**src/rtl/usec_tmr_pkg.sv**
```systemverilog
// Package: shared defaults and tap indices for the microsecond timer.
// Assumes the count is wider than one read byte.
package usec_tmr_pkg;
    localparam int unsigned CNT_W_DEF  = 12;
    localparam int unsigned BYTE_W     = 8;
    localparam int unsigned N_TAPS     = 2;
    localparam int unsigned TAP_FAST   = 0;
    localparam int unsigned TAP_SLOW   = 1;
endpackage

```
**src/rtl/usec_prescale.sv**
```systemverilog
// Prescaler: divides the system clock into a one-cycle tick every DIV
// enabled cycles. Assumes DIV >= 2. Holds its state while en is low.
module usec_prescale #(
    parameter int unsigned DIV = 12
) (
    input  logic clk,
    input  logic rst_n,
    input  logic en,
    output logic tick
);
    localparam int unsigned DW = $clog2(DIV);
    localparam logic [DW-1:0] LAST = DW'(DIV - 1);

    logic [DW-1:0] div_q;

    // Tick on the last phase of the division cycle, only when enabled.
    assign tick = en && (div_q == LAST);

    // Phase counter: advance when enabled, return to zero after the last phase.
    always_ff @(posedge clk) begin
        if (!rst_n)        div_q <= '0;
        else if (tick)     div_q <= '0;
        else if (en)       div_q <= div_q + 1'b1;
    end

    AST_PRESCALE_FROZEN: assert property (@(posedge clk) disable iff (!rst_n)
        !en |=> $stable(div_q)) else $error("prescaler moved while disabled");
endmodule

```
**src/rtl/usec_count.sv**
```systemverilog
// Free-running counter with fixed-boundary tap pulses. A tap pulses for one
// cycle right after an increment clears its low TAP bits. Assumes the tap
// widths are below the counter width.
module usec_count #(
    parameter int unsigned CNT_W     = 12,
    parameter int unsigned FAST_BITS = 7,
    parameter int unsigned SLOW_BITS = 10
) (
    input  logic                                clk,
    input  logic                                rst_n,
    input  logic                                tick,
    output logic [CNT_W-1:0]                    cnt,
    output logic [usec_tmr_pkg::N_TAPS-1:0]     tap_pulse
);
    // Count register: one step per tick, natural wrap at the top.
    always_ff @(posedge clk) begin
        if (!rst_n)    cnt <= '0;
        else if (tick) cnt <= cnt + 1'b1;
    end

    for (genvar t = 0; t < int'(usec_tmr_pkg::N_TAPS); t++) begin : g_tap
        localparam int unsigned TB = (t == int'(usec_tmr_pkg::TAP_FAST)) ? FAST_BITS : SLOW_BITS;
        // Tap pulse: registered with the increment that rolls the field over.
        always_ff @(posedge clk) begin
            if (!rst_n) tap_pulse[t] <= 1'b0;
            else        tap_pulse[t] <= tick && (&cnt[TB-1:0]);
        end
        AST_TAP_AT_ZERO: assert property (@(posedge clk) disable iff (!rst_n)
            tap_pulse[t] |-> (cnt[TB-1:0] == '0)) else $error("tap pulse off boundary");
    end

    AST_ONE_STEP: assert property (@(posedge clk) disable iff (!rst_n)
        tick |=> (cnt == $past(cnt) + CNT_W'(1))) else $error("count step wrong");
    AST_HOLD_IDLE: assert property (@(posedge clk) disable iff (!rst_n)
        !tick |=> $stable(cnt)) else $error("count moved without tick");
    AST_SLOW_IMPLIES_FAST: assert property (@(posedge clk) disable iff (!rst_n)
        tap_pulse[usec_tmr_pkg::TAP_SLOW] |-> tap_pulse[usec_tmr_pkg::TAP_FAST])
        else $error("slow tap without fast tap");
endmodule

```
**src/rtl/usec_pend.sv**
```systemverilog
// Sticky pending flag: set by a request pulse, cleared by a strobe.
// A set in the same cycle as a clear wins.
module usec_pend (
    input  logic clk,
    input  logic rst_n,
    input  logic set,
    input  logic clr,
    output logic flag
);
    // Flag register: set has priority over clear.
    always_ff @(posedge clk) begin
        if (!rst_n)   flag <= 1'b0;
        else if (set) flag <= 1'b1;
        else if (clr) flag <= 1'b0;
    end

    AST_SET_WINS: assert property (@(posedge clk) disable iff (!rst_n)
        set |=> flag) else $error("pending not set");
    AST_CLEAR_ONLY: assert property (@(posedge clk) disable iff (!rst_n)
        (clr && !set) |=> !flag) else $error("pending not cleared");
    AST_STICKY: assert property (@(posedge clk) disable iff (!rst_n)
        (flag && !clr) |=> flag) else $error("pending dropped");
endmodule

```
**src/rtl/usec_rdport.sv**
```systemverilog
// Byte read port: shows the low byte live. A low-byte read captures the
// upper count bits into a shadow, which a high-byte read returns.
// Assumes CNT_W is greater than BYTE_W and at most twice it.
module usec_rdport #(
    parameter int unsigned CNT_W  = 12,
    parameter int unsigned BYTE_W = 8
) (
    input  logic              clk,
    input  logic              rst_n,
    input  logic [CNT_W-1:0]  cnt,
    input  logic              rd_lo,
    input  logic              rd_hi,
    output logic [BYTE_W-1:0] rd_data
);
    localparam int unsigned HI_W  = CNT_W - BYTE_W;
    localparam int unsigned PAD_W = BYTE_W - HI_W;

    logic [HI_W-1:0] shadow;

    // Shadow register: capture upper bits on a low-byte read.
    always_ff @(posedge clk) begin
        if (!rst_n)     shadow <= '0;
        else if (rd_lo) shadow <= cnt[CNT_W-1:BYTE_W];
    end

    // Output mux: shadowed upper bits or live low byte.
    always_comb begin
        if (rd_hi) rd_data = {{PAD_W{1'b0}}, shadow};
        else       rd_data = cnt[BYTE_W-1:0];
    end

    AST_SHADOW_CAPTURE: assert property (@(posedge clk) disable iff (!rst_n)
        rd_lo |=> (shadow == $past(cnt[CNT_W-1:BYTE_W]))) else $error("shadow capture");
    AST_SHADOW_HOLD: assert property (@(posedge clk) disable iff (!rst_n)
        !rd_lo |=> $stable(shadow)) else $error("shadow changed");
endmodule

```
**src/rtl/usec_timer.sv**
```systemverilog
// Top: microsecond free-running timer with two periodic requests, sticky
// pending flags and a coherent two-step byte read of the count.
// Assumes a system clock of CLK_DIV MHz so that one count is one microsecond.
module usec_timer #(
    parameter int unsigned CLK_DIV   = 12,
    parameter int unsigned CNT_W     = usec_tmr_pkg::CNT_W_DEF,
    parameter int unsigned FAST_BITS = 7,
    parameter int unsigned SLOW_BITS = 10
) (
    input  logic                              clk,
    input  logic                              rst_n,
    input  logic                              run_en,
    input  logic                              rd_lo,
    input  logic                              rd_hi,
    output logic [usec_tmr_pkg::BYTE_W-1:0]   rd_data,
    output logic                              irq_fast,
    output logic                              irq_slow,
    input  logic                              clr_fast,
    input  logic                              clr_slow,
    output logic                              pend_fast,
    output logic                              pend_slow
);
    localparam int unsigned NT = usec_tmr_pkg::N_TAPS;

    logic             us_tick;
    logic [CNT_W-1:0] cnt;
    logic [NT-1:0]    req;
    logic [NT-1:0]    clr;
    logic [NT-1:0]    pend;

    usec_prescale #(.DIV(CLK_DIV)) u_pre (
        .clk(clk), .rst_n(rst_n), .en(run_en), .tick(us_tick)
    );

    usec_count #(.CNT_W(CNT_W), .FAST_BITS(FAST_BITS), .SLOW_BITS(SLOW_BITS)) u_cnt (
        .clk(clk), .rst_n(rst_n), .tick(us_tick), .cnt(cnt), .tap_pulse(req)
    );

    assign clr[usec_tmr_pkg::TAP_FAST] = clr_fast;
    assign clr[usec_tmr_pkg::TAP_SLOW] = clr_slow;

    for (genvar t = 0; t < int'(NT); t++) begin : g_pend
        usec_pend u_pend (
            .clk(clk), .rst_n(rst_n), .set(req[t]), .clr(clr[t]), .flag(pend[t])
        );
    end

    usec_rdport #(.CNT_W(CNT_W), .BYTE_W(usec_tmr_pkg::BYTE_W)) u_rd (
        .clk(clk), .rst_n(rst_n), .cnt(cnt), .rd_lo(rd_lo), .rd_hi(rd_hi), .rd_data(rd_data)
    );

    assign irq_fast  = req[usec_tmr_pkg::TAP_FAST];
    assign irq_slow  = req[usec_tmr_pkg::TAP_SLOW];
    assign pend_fast = pend[usec_tmr_pkg::TAP_FAST];
    assign pend_slow = pend[usec_tmr_pkg::TAP_SLOW];

    AST_RESET_QUIET: assert property (@(posedge clk)
        !rst_n |=> (!irq_fast && !irq_slow && !pend_fast && !pend_slow))
        else $error("outputs not cleared by reset");
endmodule

```
**config.mk**
```make
export PLATFORM = sky130hd
export DESIGN_NAME = usec_timer
export DESIGN_NICKNAME = d
export VERILOG_FILES = /design/src/rtl/usec_tmr_pkg.sv /design/src/rtl/usec_prescale.sv /design/src/rtl/usec_count.sv /design/src/rtl/usec_pend.sv /design/src/rtl/usec_rdport.sv /design/src/rtl/usec_timer.sv
export SDC_FILE = /design/constraint.sdc
export NUM_CORES = 1
export LEC_CHECK = 0
export ABC_AREA = 1
export BUFFER_PORTS_ARGS = -buffer_cell sky130_fd_sc_hd__buf_4
export CAP_MARGIN = 20
export CELL_PAD_IN_SITES_DETAIL_PLACEMENT = 1
export CELL_PAD_IN_SITES_GLOBAL_PLACEMENT = 1
export CORE_MARGIN = 1
export CORE_UTILIZATION = 41
export DETAILED_ROUTE_END_ITERATION = 6
export GPL_TIMING_DRIVEN = 0
export PLACE_DENSITY = 0.84
export SYNTH_ARGS = -nofsm -noshare
export SYNTH_HDL_FRONTEND = slang
export SYNTH_SLANG_ARGS = --single-unit
```
**constraint.sdc**
```tcl
create_clock -name clk -period 2.1 [get_ports clk]
set_input_delay 0.21 -clock clk [delete_from_list [all_inputs] [get_ports clk]]
set_output_delay 0.21 -clock clk [all_outputs]
set_load 0.005 [all_outputs]
```
* After elaboration in Yosys (flattened, before gate mapping)
Index checks and enable logic that the tools add are counted.
** Cells by class
- Equality and inequality tests :: 1
- Multiplexer cells :: 5
- Add/subtract/negate cells :: 2
- Reductions and logical operators :: 8
- Bitwise operators :: 1
** Operator list (count)
- $add A12 B1 Y12 const B :: 1
- $reduce_and A10 Y1 :: 1
- $mux W8 :: 1
- $reduce_and A7 Y1 :: 1
- $add A4 B1 Y4 const B :: 1
- $eq A4 B4 Y1 const B :: 1
- $mux W1 :: 4
- $reduce_bool A2 Y1 :: 2
- $logic_and A1 B1 Y1 :: 3
- $reduce_or A2 Y1 :: 1
- $not A1 Y1 :: 1
** Storage, ports and cells
- Input bits :: 7
- Register bits after elaboration :: 24

* Logic depth before layout (Yosys ltp)
Gate-level depths: netlist of run 1.
- Depth in word-level cells :: 3
- Gate-level depth with buffers :: 8
- Depth with buffers taken out :: 8

* Cells and area by module
From an unflattened synthesis of run 1, not the netlist that was laid out.
** Second synthesis, totals
- Cells, all modules :: 169
- Area, all modules :: 1177.4 µm²
** Modules (own cells, without submodules)
- usec_count :: instances 1, cells each 86, area an instance 636.9 µm²
- usec_rdport :: instances 1, cells each 46, area an instance 261.5 µm²
- usec_prescale :: instances 1, cells each 25, area an instance 191.4 µm²
- usec_pend :: instances 2, cells each 6, area an instance 43.8 µm²

* Worst setup path before layout of run 1
No wires, ideal clock.
- Path kind :: register to register
- From :: register u_pre.div_q[1]
- To :: register u_cnt.cnt[9]
- Setup time :: 117 ps
- Cell stages (with the launch flop) :: 7
- Data arrival time :: 1035 ps
- Path buffers :: 0
- Slack :: 948 ps
- Clock period less this slack :: 1152 ps
- Cell sequence :: dfxtp_1 -> ha_1 -> nand2_2 -> nor2_4 -> nand3_4 -> o21ai_0 -> nor2_1
** Between the ends
- Cells in the longest elaborated chain, start to end :: 2
** Ends and longest elaborated chain
- start, declared :: line usec_prescale.sv:14 : logic [DW-1:0] div_q;
- start signal, assigned :: line usec_prescale.sv:23 : else if (en) div_q <= div_q + 1'b1;
- $eq A4 B4 Y1 :: line usec_prescale.sv:17 : assign tick = en && (div_q == LAST);
- $logic_and A1 B1 Y1 :: line usec_prescale.sv:17
- end signal, assigned :: line usec_count.sv:18 : else if (tick) cnt <= cnt + 1'b1;
- end, declared :: line usec_count.sv:12 : output logic [CNT_W-1:0] cnt,
Every way passes these cells.
A chain may end at the register's enable or synchronous reset.

* Worst setup path in the final report of run 1
- From :: register u_pre.div_q[1]
- To :: register u_cnt.cnt[3]
Same word-level chain as after synthesis.

==> results of run 1 <==
synth_stat cells, drive strengths merged:
cell type | instances | area share [%]
dfxtp | 24 | 43
clkbuf | 1 | 0.34
nand4 | 3 | 1.7
nand2 | 32 | 12
ha | 2 | 2.2
inv | 24 | 8.1
a31oi | 1 | 0.56
nor2 | 28 | 11
nand3 | 5 | 3.4
mux2i | 1 | 0.90
nor3b | 1 | 1.1
a21oi | 14 | 6.3
buf | 1 | 0.45
o21ai | 15 | 7.1
nor3 | 4 | 1.8
report_power, final:
group	switching, mW	internal, mW	total, mW
combinational	0.0279	0.0209	0.0488
clock	0.136	0.106	0.242
sequential	0.00532	0.463	0.468
metal layers:
metal,up-vias,routed length (um)
met5,-,0
met4,0,41
met3,5,61
met2,16,1410
met1,489,1200
li1,538,-
flip-flops by register name, summed over array words and instances (netlist names):
register / cells
g_pend.u_pend.flag: 2
u_cnt.cnt: 12
u_cnt.tap_pulse: 2
u_pre.div_q: 4
u_rd.shadow: 4
cell type report:
class,instances,share of cell area (%)
Multi-Input combinational cell,106,40.5
Inverter,24,6.80
Tap cell,30,2.83
Clock buffer,4,2.74
Sequential cell,24,36.3
Buffer,2,0.661
Timing Repair Buffer,18,10.2
worst max-delay path: cells and delay by family, from the launching register on:
| kind | cells | cell delay, ps |
|---|---|---|
| AO/OA/AOI/OAI | 2 | 290 |
| adder cells (fa/ha/maj) | 1 | 200 |
| flip-flops | 1 | 400 |
| AND/OR/NAND/NOR | 3 | 440 |
cell usage in the layout, fill, tap and decap left out, types with 2 or more instances in the layout:
cell and n:
sky130_fd_sc_hd__nand2_1 30, sky130_fd_sc_hd__nand4_1 3, sky130_fd_sc_hd__nor2_1 25, sky130_fd_sc_hd__a21oi_1 14
sky130_fd_sc_hd__nor3_1 4, sky130_fd_sc_hd__clkbuf_4 3, sky130_fd_sc_hd__nand3_1 4, sky130_fd_sc_hd__o21ai_0 14
sky130_fd_sc_hd__inv_1 23, sky130_fd_sc_hd__nor2_4 3, sky130_fd_sc_hd__dfxtp_1 24, sky130_fd_sc_hd__buf_4 18
sky130_fd_sc_hd__ha_1 2
path summary, 6_finish.rpt:
check / start / to / slack (ps)
setup / recovery: u_pre.div_q[1]$_SDFFE_PP0P_ / u_cnt.cnt[3]$_SDFFE_PN0P_ / 660
hold / removal: rd_lo / u_rd.shadow[3]$_SDFFE_PN0P_ / 120
setup reg to reg: u_pre.div_q[1]$_SDFFE_PP0P_ / u_cnt.cnt[3]$_SDFFE_PN0P_ / 660
hold reg to reg: u_cnt.tap_pulse[1]$_SDFF_PN0_ / g_pend[1].u_pend.flag$_SDFFE_PN0P_ / 490
stage by stage:
stage / hold WS (ps) / cell area (um^2)
final: 120 / 1330
after global routing: 126 / 1330
after CTS: 111 / 1330
after detailed placement: 458 / 1290
after global placement: 445 / 1290
after floorplan: 299 / 1120
cells by family (layout without fill, tap and decap cells):
kind of cell / count (synthesis) / after routing / share of synthesized area (%)
DFF: 24 / 24 / 43.0
AOI/OAI and AO/OA: 30 / 30 / 13.9
buffers and inverters: 26 / 48 / 8.86
and+or+nand+nor: 73 / 73 / 31.1
adders and majority gates: 2 / 2 / 2.24
muxes: 1 / 1 / 0.897
==> flow_summary.toml, run 1 <==
[floorplanning]
die_w_um = 54.2
floorplan.core_area_mm2 = 0.00252
die_h_um = 54.2
floorplan.rows = 18
io_pins = 19
start_util_pct = 44.2
design.die.area_mm2 = 0.00293

[drt]
drt_first_iter_violations = 8
firstDrtPassIters = 4
detail_route.wl_per_cell_um = 13.0
vias_after_detailed_routing = 1048
antenna_violating_nets_left = 0
routed_via_density = 5.04
drcViolationCount = 0
drt-total-wl_um = 2710

[timing]
final.period_utilization_pct = 68.8
max_clock_skew_ps = 0.548
worst_slew_pin_slew_ps = 458
timing.fmax_mhz = 692
hold_violations = 0
final_period_minus_worst_setup_slack_ps = 1440
slew_violations = 0
max_slew_margin_pct = 69.4
layout_setup_ws_ps = 655
rsz0062_at_grt = "false"
finalSetupViolations = 0
setup_tns_ps = 0

[layout]
register_area_um2 = 480
layout.cells.non_filler = 208
area_growth_pct = 18.7
layout.filler_cells = 353
insertedDiodeCount = 0
final_layout_size_suffix_gt1_share_pct = 18.0
multi_input_logic_area_um2 = 537
nets = 188
postLayoutCoreUtil_pct = 52.5

[setup_path]
crit_chain = "ha_1 -> nand2_2 -> nor2_4 -> nand2_1 -> o21ai_0 -> a21oi_1"
end_kind = "flop"
worst_setup_path_start_kind = "flop"
critical_setup_path_class = "flop to flop"
cp.arrival_ps = 1660
critPathMaxStageDelay_ps = 400
crit_slowest_cell = "sky130_fd_sc_hd__dfxtp_1"
reg2regPathDepth = 6
worst-endpoint-required_ps = 2310
crit_fanout = 5

[placement]
detailed_place_hpwl_um = 2140
port_buffers = 18
placed_cells = 204
globalplace.congestion = 0.778
pre_cts_slack_ps = 676

[global_route]
gr_layer_usage_met2_pct = 41.5
antenna_found_initial = 0
residual_overflow_from_global_routing = 0
maximum_number_of_pins_on_one_net_before_global_route_repair = 14
met3_usage_pct = 2.54
grt_first_pass_wirelength_um = 4310
grt_util_all_layers_pct = 21.0
gr-max-usage-layer = "met2"
grt_use_met1_pct = 21.9
grt_pass1_vias = 1047

[logic_synthesis]
synth_seq_area_share_pct = 43.0
yosysWarnings = 0
synth.ff_latch_count = 24
synth.lib_cells_used.distinct = 21
synth_area_mm2 = 0.00112
post_synth.cell_area_avg_um2 = 7.15
synth_nets = 165
post_synth_inst_count = 156

[power_and_ir_drop]
power.total_uw = 759
leakage_nw = 0.553
ir_drop_v = 0.000323
pd_cells_mw_per_mm2 = 573

[clocking]
postcts_resize_cnt = 0
postCtsSetupBuffers = 0
cts_sink_cnt = 24
worstSkewPairLatency_ps = 310
cts.root.buffer_cell = "sky130_fd_sc_hd__clkbuf_4"
cts-htree-levels = 1
clock_input_transition_at_the_sequential_cells_of_the_worst_setup_and_hold_paths_ps = 130
post_cts_hold_buffer_count = 0
maximum_root_to_sink_buffer_count = 2
cts_made_buffers = 3
cts_tree = "built"

[worst_hold_path]
holdPathStages = 2
hp-class = "primary input to flop"

[run_status]
run_status = "finished, final reports clean"

[flow_run]
max-cap-violations = 0
No activity file was read; power rests on OpenSTA's default activity.
==> inputs of run 2 (changes only) <==
Settings changed: CORE_UTILIZATION 41 to 38, PLACE_DENSITY 0.84 to 0.79.
Clock period 2.1 ns to 1.4 ns, I/O delays scaled along.
==> run 2 against run 1 <==
  * Register-to-register slack worse by 570 ps
  * Worst hold slack worse by 87 ps
  * Die area rose by 7.6%
  * Critical endpoint is now u_cnt.cnt[6]$_SDFFE_PN0P_
  * Core utilization down 3.1 points
  * Total power rose by 69%
  * Clock power up 110%
  * Flip-flop and latch count is the same
  * Routed wire length up 6.6%
==> flow_summary.toml, run 2 (synthesis results as in run 1) <==
[setup_path]
cp.arrival_ps = 1580
rr_startpoint = "u_pre.div_q[0]$_SDFFE_PP0P_"
crit_fanout = 9
crit_path_start = "u_pre.div_q[0]$_SDFFE_PP0P_"
end_kind = "flop"
worst_setup_path_start_kind = "flop"
worst-endpoint-required_ps = 1670
crit_chain = "ha_1 -> nand2_2 -> inv_2 -> nand2_4 -> nor2_4 -> nand2_1 -> nand2_1 -> a21oi_1"
critPathMaxStageDelay_ps = 360
reg2regPathDepth = 8
critical_setup_path_class = "flop to flop"
worst_path_most_repeated_cell = "sky130_fd_sc_hd__nand2_1"
cp-endpoint = "u_cnt.cnt[6]$_SDFFE_PN0P_"
crit_slowest_cell = "sky130_fd_sc_hd__dfxtp_2"
flop_to_flop_setup_slack_ps = 90
critical_path.reg2reg.endpoint = "u_cnt.cnt[6]$_SDFFE_PN0P_"

[global_route]
antenna_found_initial = 0
grt_util_all_layers_pct = 20.4
grt_first_pass_wirelength_um = 5010
maximum_number_of_pins_on_one_net_before_global_route_repair = 15
grt_pass1_vias = 1146
residual_overflow_from_global_routing = 0

[timing]
rsz0062_at_grt = "true"
final.period_utilization_pct = 93.6
timing.fmax_mhz = 763
slew_violations = 0
finalSetupViolations = 0
final_period_minus_worst_setup_slack_ps = 1310
max_clock_skew_ps = 14.6
max_slew_margin_pct = 68.2
worst_slew_pin_slew_ps = 478
hold_violations = 0

[drt]
antenna_violating_nets_left = 0
routed_via_density = 5.03
drt-total-wl_um = 2890
detail_route.wl_per_cell_um = 13.7
vias_after_detailed_routing = 1057
drt_first_iter_violations = 24
firstDrtPassIters = 4
drcViolationCount = 0

[layout]
registers.top_by_ff_count = "u_cnt.cnt"
largest_reg_flops = 12
area_growth_pct = 22.1
mostFrequentLayoutCells = "29 x sky130_fd_sc_hd__nand2_1, 23 x sky130_fd_sc_hd__inv_1, 22 x sky130_fd_sc_hd__nor2_1, 22 x sky130_fd_sc_hd__dfxtp_1, 19 x sky130_fd_sc_hd__buf_4"
final_layout_size_suffix_gt1_share_pct = 21.8
insertedDiodeCount = 0
layout_top_registers = "u_cnt.cnt (12), u_pre.div_q (4), u_rd.shadow (4)"
final_common_cell = "sky130_fd_sc_hd__nand2_1"
multi_input_logic_area_um2 = 547
layout.filler_cells = 361
register_area_um2 = 483
nets = 189
layout.cells.non_filler = 210

[floorplanning]
floorplan.rows = 19
io_pins = 19
die_w_um = 56.2
floorplan.core_area_mm2 = 0.00276
start_util_pct = 40.5
die_h_um = 56.2
design.die.area_mm2 = 0.00316

[placement]
detailed_place_hpwl_um = 2200
port_buffers = 18
placed_cells = 205
globalplace.congestion = 0.785

[power_and_ir_drop]
pd_cells_mw_per_mm2 = 943
ir_drop_v = 0.000591
leakage_nw = 0.566
power.total_mw = 1.29

[clocking]
cts.root.buffer_cell = "sky130_fd_sc_hd__clkbuf_4"
cts_sink_cnt = 24
cts-htree-levels = 1
worstSkewPairLatency_ps = 320
clock_input_transition_at_the_sequential_cells_of_the_worst_setup_and_hold_paths_ps = 150
cts_tree = "built"
maximum_root_to_sink_buffer_count = 2
post_cts_hold_buffer_count = 0
cts_made_buffers = 3

[flow_run]
max-cap-violations = 0

[run_status]
run_status = "finished, final reports clean"

[worst_hold_path]
holdPathStages = 2
hp-class = "primary input to flop"
[run 2: cell count changes in the layout (fill, tap and decap cells not counted), sizes merged]
cell,previous run,this run
buf,19,20
bufinv,0,1
clkbuf,5,4
[run 2: layout make-up]
class / count / area share (%)
buffer: 2 / 0.643
timing repair buffer: 19 / 10.5
multi-input combinational: 106 / 40.1
clock inverter: 1 / 2.20
sequential: 24 / 35.4
clock buffer: 3 / 1.65
tap: 31 / 2.85
inverter: 24 / 6.61
[run 2: worst min path at each step]
| stage | slack [ps] | endpoint | startpoint |
|---|---|---|---|
| after floorplan | 230 | u_rd.shadow[3]$_SDFFE_PN0P_ | rd_lo |
| after global placement | 380 | u_rd.shadow[3]$_SDFFE_PN0P_ | rd_lo |
| after detailed placement | 390 | u_rd.shadow[2]$_SDFFE_PN0P_ | rd_lo |
| after CTS | 20 | u_rd.shadow[1]$_SDFFE_PN0P_ | rd_lo |
| after global routing | 20 | u_rd.shadow[1]$_SDFFE_PN0P_ | rd_lo |
| final | 30 | u_rd.shadow[1]$_SDFFE_PN0P_ | rd_lo |
[run 2: where the power goes]
part           internal (mW)  leakage (nW)  total, mW  switching (mW)
Sequential             0.695         0.195      0.703         0.00830
Clock                  0.289        0.0279      0.508           0.218
Combinational         0.0318         0.343     0.0743          0.0425
Total                   1.02         0.566       1.29           0.269
[run 2: through the flow]
stage | util [%] | setup WS, ps | cell area [um^2] | setup TNS [ps] | hold slack, ps
after floorplan | - | 248 | 1120 | 0 | 229
final | 49.4 | 89.0 | 1360 | 0 | 33.9
after global placement | 46.8 | 102 | 1290 | 0 | 376
after global routing | 49.4 | -4.14 | 1360 | -4.14 | 20.1
after detailed placement | 46.8 | 80.9 | 1290 | 0 | 389
after CTS | 48.7 | 48.4 | 1340 | 0 | 22.6
[run 2: metal layers]
metal | GRT usage (%) | routed length, um | vias to the layer above
li1 | - | - | 538
met1 | 23.6 | 1230 | 496
met2 | 37.9 | 1540 | 21
met3 | 2.79 | 94 | 2
met4 | 7.32 | 21 | 0
met5 | 0 | 0 | -
[run 2: timing repair]
action | in CTS | in global routing
resized for setup | 0 | 7
endpoints found under the setup margin | 0 | 10
buffers inserted | 0 | 1
hold endpoints to repair | 0 | 0
[run 2: worst max-delay path, delay by kind of cell (launching register included)]
kind                       cells  cell delay [ps]
DFF                            1              360
AOI/OAI and AO/OA              1              110
and+or+nand+nor                5              530
buffers and inverters          1               60
adders and majority gates      1              200
